File: src/rtl/irqsu_pkg.sv
package irqsu_pkg;

  // Register window offsets; software depends on these values
  localparam logic [7:0] OFS_STATUS = 8'h04;
  localparam logic [7:0] OFS_ST_EN  = 8'h08;
  localparam logic [7:0] OFS_SIG_EN = 8'h0C;

  typedef enum logic [1:0] {
    SEL_NONE   = 2'd0,
    SEL_STATUS = 2'd1,
    SEL_ST_EN  = 2'd2,
    SEL_SIG_EN = 2'd3
  } reg_sel_e;

  // Next value of one sticky status flop: a set outranks a clear
  function automatic logic sticky_next(input logic cur, input logic set,
                                       input logic clr);
    return set | (cur & ~clr);
  endfunction

endpackage

File: src/rtl/irqsu_decode.sv
module irqsu_decode #(
  parameter int unsigned ADDR_W = 8
) (
  input  logic [ADDR_W-1:0]    addr,
  input  logic                 wr,
  output irqsu_pkg::reg_sel_e  sel,
  output logic                 wr_status,
  output logic                 wr_st_en,
  output logic                 wr_sig_en
);
  import irqsu_pkg::*;

  always_comb begin
    sel = SEL_NONE;
    if (addr == ADDR_W'(OFS_STATUS))      sel = SEL_STATUS;
    else if (addr == ADDR_W'(OFS_ST_EN))  sel = SEL_ST_EN;
    else if (addr == ADDR_W'(OFS_SIG_EN)) sel = SEL_SIG_EN;
  end

  assign wr_status = wr && (sel == SEL_STATUS);
  assign wr_st_en  = wr && (sel == SEL_ST_EN);
  assign wr_sig_en = wr && (sel == SEL_SIG_EN);

endmodule

File: src/rtl/irqsu_mask_reg.sv
module irqsu_mask_reg #(
  parameter int unsigned W = 6
) (
  input  logic         clk,
  input  logic         rst_n,
  input  logic         we,
  input  logic [W-1:0] d,
  output logic [W-1:0] q
);

  always_ff @(posedge clk or negedge rst_n) begin
    if (!rst_n)  q <= '0;
    else if (we) q <= d;
  end

endmodule

File: src/rtl/irqsu_status.sv
module irqsu_status #(
  parameter int unsigned W = 6
) (
  input  logic         clk,
  input  logic         rst_n,
  input  logic [W-1:0] evt,
  input  logic [W-1:0] st_en,
  input  logic         clr_we,
  input  logic [W-1:0] clr_data,
  output logic [W-1:0] set_hit,
  output logic [W-1:0] clr_hit,
  output logic [W-1:0] status
);
  import irqsu_pkg::*;

  assign set_hit = evt & st_en;
  assign clr_hit = clr_we ? clr_data : '0;

  for (genvar b = 0; b < W; b++) begin : g_bit
    always_ff @(posedge clk or negedge rst_n) begin
      if (!rst_n) status[b] <= 1'b0;
      else        status[b] <= sticky_next(status[b], set_hit[b], clr_hit[b]);
    end
  end

endmodule

File: src/rtl/irqsu_irq_out.sv
module irqsu_irq_out #(
  parameter int unsigned W = 6
) (
  input  logic         clk,
  input  logic         rst_n,
  input  logic [W-1:0] status,
  input  logic [W-1:0] sig_en,
  output logic         irq_next,
  output logic         irq
);

  assign irq_next = |(status & sig_en);

  always_ff @(posedge clk or negedge rst_n) begin
    if (!rst_n) irq <= 1'b0;
    else        irq <= irq_next;
  end

endmodule

File: src/rtl/irq_status_unit.sv
module irq_status_unit #(
  parameter int unsigned EVT_N  = 6,
  parameter int unsigned ADDR_W = 8,
  parameter int unsigned DATA_W = 32
) (
  input  logic              clk,
  input  logic              rst_n,
  input  logic [ADDR_W-1:0] reg_addr,
  input  logic              reg_wr,
  input  logic [DATA_W-1:0] reg_wdata,
  output logic [DATA_W-1:0] reg_rdata,
  input  logic [EVT_N-1:0]  evt_pulse,
  output logic              irq
);
  import irqsu_pkg::*;

  localparam int unsigned PAD_W = DATA_W - EVT_N;

  reg_sel_e         sel;
  logic             wr_status, wr_st_en, wr_sig_en;
  logic [EVT_N-1:0] wr_bits;
  logic [EVT_N-1:0] st_en_q, sig_en_q, status_q;
  logic [EVT_N-1:0] set_hit, clr_hit;
  logic             irq_next;
  logic [EVT_N-1:0] rd_bits;

  assign wr_bits = reg_wdata[EVT_N-1:0];

  irqsu_decode #(.ADDR_W(ADDR_W)) i_decode (
    .addr      (reg_addr),
    .wr        (reg_wr),
    .sel       (sel),
    .wr_status (wr_status),
    .wr_st_en  (wr_st_en),
    .wr_sig_en (wr_sig_en)
  );

  irqsu_mask_reg #(.W(EVT_N)) i_st_en (
    .clk (clk), .rst_n (rst_n), .we (wr_st_en), .d (wr_bits), .q (st_en_q)
  );

  irqsu_mask_reg #(.W(EVT_N)) i_sig_en (
    .clk (clk), .rst_n (rst_n), .we (wr_sig_en), .d (wr_bits), .q (sig_en_q)
  );

  irqsu_status #(.W(EVT_N)) i_status (
    .clk      (clk),
    .rst_n    (rst_n),
    .evt      (evt_pulse),
    .st_en    (st_en_q),
    .clr_we   (wr_status),
    .clr_data (wr_bits),
    .set_hit  (set_hit),
    .clr_hit  (clr_hit),
    .status   (status_q)
  );

  irqsu_irq_out #(.W(EVT_N)) i_irq (
    .clk      (clk),
    .rst_n    (rst_n),
    .status   (status_q),
    .sig_en   (sig_en_q),
    .irq_next (irq_next),
    .irq      (irq)
  );

  always_comb begin
    unique case (sel)
      SEL_STATUS: rd_bits = status_q;
      SEL_ST_EN:  rd_bits = st_en_q;
      SEL_SIG_EN: rd_bits = sig_en_q;
      default:    rd_bits = '0;
    endcase
  end

  assign reg_rdata = {{PAD_W{1'b0}}, rd_bits};

endmodule

File: config.mk
export PLATFORM = sky130hd
export DESIGN_NAME = irq_status_unit
export DESIGN_NICKNAME = d
export VERILOG_FILES = /design/src/rtl/irqsu_pkg.sv /design/src/rtl/irqsu_decode.sv /design/src/rtl/irqsu_mask_reg.sv /design/src/rtl/irqsu_status.sv /design/src/rtl/irqsu_irq_out.sv /design/src/rtl/irq_status_unit.sv
export SDC_FILE = /design/constraint.sdc
export NUM_CORES = 1
export LEC_CHECK = 0
export BUFFER_PORTS_ARGS = -buffer_cell sky130_fd_sc_hd__clkbuf_2
export CORE_ASPECT_RATIO = 0.8
export CORE_MARGIN = 2
export CORE_UTILIZATION = 44
export DETAILED_ROUTE_END_ITERATION = 10
export PLACE_DENSITY = 0.92
export SLEW_MARGIN = 5
export SYNTH_ARGS = -nofsm -noshare
export SYNTH_HDL_FRONTEND = slang
export SYNTH_SLANG_ARGS = --single-unit
File: constraint.sdc
create_clock -name clk -period 1.61 [get_ports clk]
set_clock_uncertainty 0.15 [all_clocks]
set_input_delay 0.0805 -clock clk [delete_from_list [all_inputs] [get_ports clk]]
set_output_delay 0.0805 -clock clk [all_outputs]
set_load 0.02 [all_outputs]
==> out/results.ini <==
[outcome]
outcome=finished, final reports clean

[cts]
tritoncts=done
clock-sinks=19
htreeDepth=1
clockRootBuffer=clkbuf_4
clock_path_buffers=2
cts-buffers-inserted=3
path_clk_slew_ns=0.12
clock_latency_ns=0.30

[critical_path]
criticalPathCategory=reg2out
r2r_start=i_status.status[4]$_DFF_PN0_
r2r_cells=4
timing.rr.end=i_irq.irq$_DFF_PN0_
start_kind=flip-flop
required_ns=1.38
rrSetupSlack_ns=0.32
end_kind=output pin
cp_max_fo=2
cp.arrival_ns=1.36

[power]
intPower_mw=0.852
pwr-share-seq_pct=49.0
vdd_drop_max_v=0.000467
switchingPower_mw=0.391
p_per_area_mw_per_mm2=784
leakagePower_nw=0.824
pwr-share-clk_pct=19.6
p_comb_share_pct=31.5
sw_frac_of_total_pct=31.5
finalPower_mw=1.24

[floorplan]
die_h_um=50.9
dieArea_sq_mm=0.00318
io-pin-count=82
initial_core_util_pct=47.9
rows=16
core_sq_mm=0.00252
die_w_um=62.6

[synth]
yosysUniqueCellTypes=18
async_flop_share_pct=100
post-synth-top-area-cell=dfrtp_1
yosysWarnings=0
synth_most_common_cell=buf_4
seq_area_frac_synth_pct=39.3
mappedNetlistArea_sq_mm=0.00121
synth_edf_count=0
synth-main-ff-cell=dfrtp_1
syn-instance-count=108
synth_common_cells=buf_4, dfrtp_1, mux2_2
synth_top_area_share_pct=39.3
synthTopCellsByArea=dfrtp_1, mux2_2, buf_4
ys_ff_latch=19
syn_area_per_cell_sq_um=11.2

[routing]
wl_per_cell_um=14.2
vias=985
drt_iter0_drc=38
drc_errors=0
vias_per_cell=4.90
postRouteAntennaNets=0
first_pass_iters=4
wirelength_mm=2.86

[placement]
port_buffers=29
gp_congestion=0.810
dp_cells=177
hpwlAfterDp_mm=2.12

[run]
drv_cap=0

[timing]
hold_viol=0
setup_tns_ns=0
timing.final.max_slew_violations=0
period_needed_ns=1.59
setup_viol=0
grt_setup_unrepaired=yes
fmax_mhz=628
period_share_pct=98.8

[finish]
n_antenna_cell=0
utilization_pct=62.8
nNetsFinal=215
drive_above_1_share_pct=44.8
nFillCells=218
area_delta_synth_final_pct=31.2
final_cell_count_no_fill=201

[grt]
grt_pass1_vias=961
met3_usage_pct=4.19
antenna_found_initial=0
grt_pass1_wl_mm=4.54
grt.met1_usage_pct=22.3
grt_use_total_pct=18.0
grt_max_degree=20
grt_overflow=0
busiest_layer=met2
met2_usage_pct=32.4

[worst_hold_path]
hp-class=in2async

## flip-flops by register name, indices dropped and copies added (netlist names)
signal and flops:
i_sig_en.q 6, i_st_en.q 6, i_status.status 6, i_irq.irq 1
## power groups by stage
| stage | logic [mW] | clock network (mW) | registers [mW] |
|---|---|---|---|
| floorplan | 0.239 | 0 | 0.608 |
| global placement | 0.271 | 0 | 0.614 |
| detailed placement | 0.286 | 0 | 0.622 |
| CTS | 0.333 | 0.242 | 0.611 |
| global route | 0.421 | 0.267 | 0.617 |
| finish | 0.392 | 0.243 | 0.609 |
## worst max-delay path: stages, from the launching register on
cell and delay, ns:
dfrtp_1 0.42, mux2_4 0.28, a22oi_2 0.15, nor2_1 0.06
buf_4 0.16
## layout make-up
cell class              count  area (sq um)  share of cell area, %
multi-input cells          85           644                   40.6
flip-flops and latches     19           475                   30.0
repair buffers             57           393                   24.8
well taps                  36          45.0                   2.84
clock buffers               3          22.5                   1.42
clock inverters             1          5.00                  0.316
## layer usage
metal	wire (um)	share of wire (%)
met1	1190	42
met5	0	0
met2	1490	52
met4	7	0.24
met3	180	6.3
## layout by cell type, fill, tap and decap left out
| master | n |
|---|---|
| a22o_1 | 6 |
| a22oi_1 | 5 |
| a22oi_2 | 4 |
| and3_1 | 1 |
| and4b_1 | 6 |
| buf_2 | 3 |
| buf_4 | 17 |
| clkbuf_2 | 24 |
| clkbuf_4 | 3 |
| clkinv_2 | 1 |
| conb_1 | 26 |
| dfrtp_1 | 19 |
| dlygate4sd3_1 | 13 |
| mux2_2 | 17 |
| mux2_4 | 1 |
| nand2_1 | 1 |
| nand3_1 | 7 |
| nand3_4 | 1 |
| nand4_4 | 1 |
| nor2_1 | 6 |
| nor2_2 | 1 |
| nor2b_1 | 1 |
| nor4_4 | 1 |
## stage by stage
step | area [sq um] | worst slack (ns) | hold WS (ns)
after floorplan | 1300 | 0.211 | -0.365
after global placement | 1350 | 0.186 | -0.109
after detailed placement | 1350 | 0.134 | -0.0907
after CTS | 1530 | 0.00435 | 0.115
after global routing | 1590 | -0.0354 | 0.118
final | 1590 | 0.0186 | 0.109
## cell families after synthesis
kind of cell	share of synthesized area, %
flops	39.3
buf+inv	17.1
mux	16.8
other cells	0.310
simple gates	16.6
compound gates	9.94
## worst max-delay path by stage
stage | end | startpoint | cells past startpoint
2_1_floorplan | reg_rdata[0] | reg_addr[5] | 3
3_3_place_gp | i_st_en.q[2]$_DFFE_PN0P_ | reg_addr[5] | 5
3_5_place_dp | i_st_en.q[1]$_DFFE_PN0P_ | reg_addr[5] | 5
4_1_cts | reg_rdata[4] | i_status.status[4]$_DFF_PN0_ | 4
5_1_grt | reg_rdata[4] | i_status.status[4]$_DFF_PN0_ | 4
6_report | reg_rdata[4] | i_status.status[4]$_DFF_PN0_ | 4
## timing repair
item,CTS,global route
setup buffers,2,5
gates resized for setup,2,10
hold buffers,13,0
pin swaps,0,2
hold endpoints to repair,37,0
endpoints found under the setup margin,1,6
(Power assumes the default switching activity.)
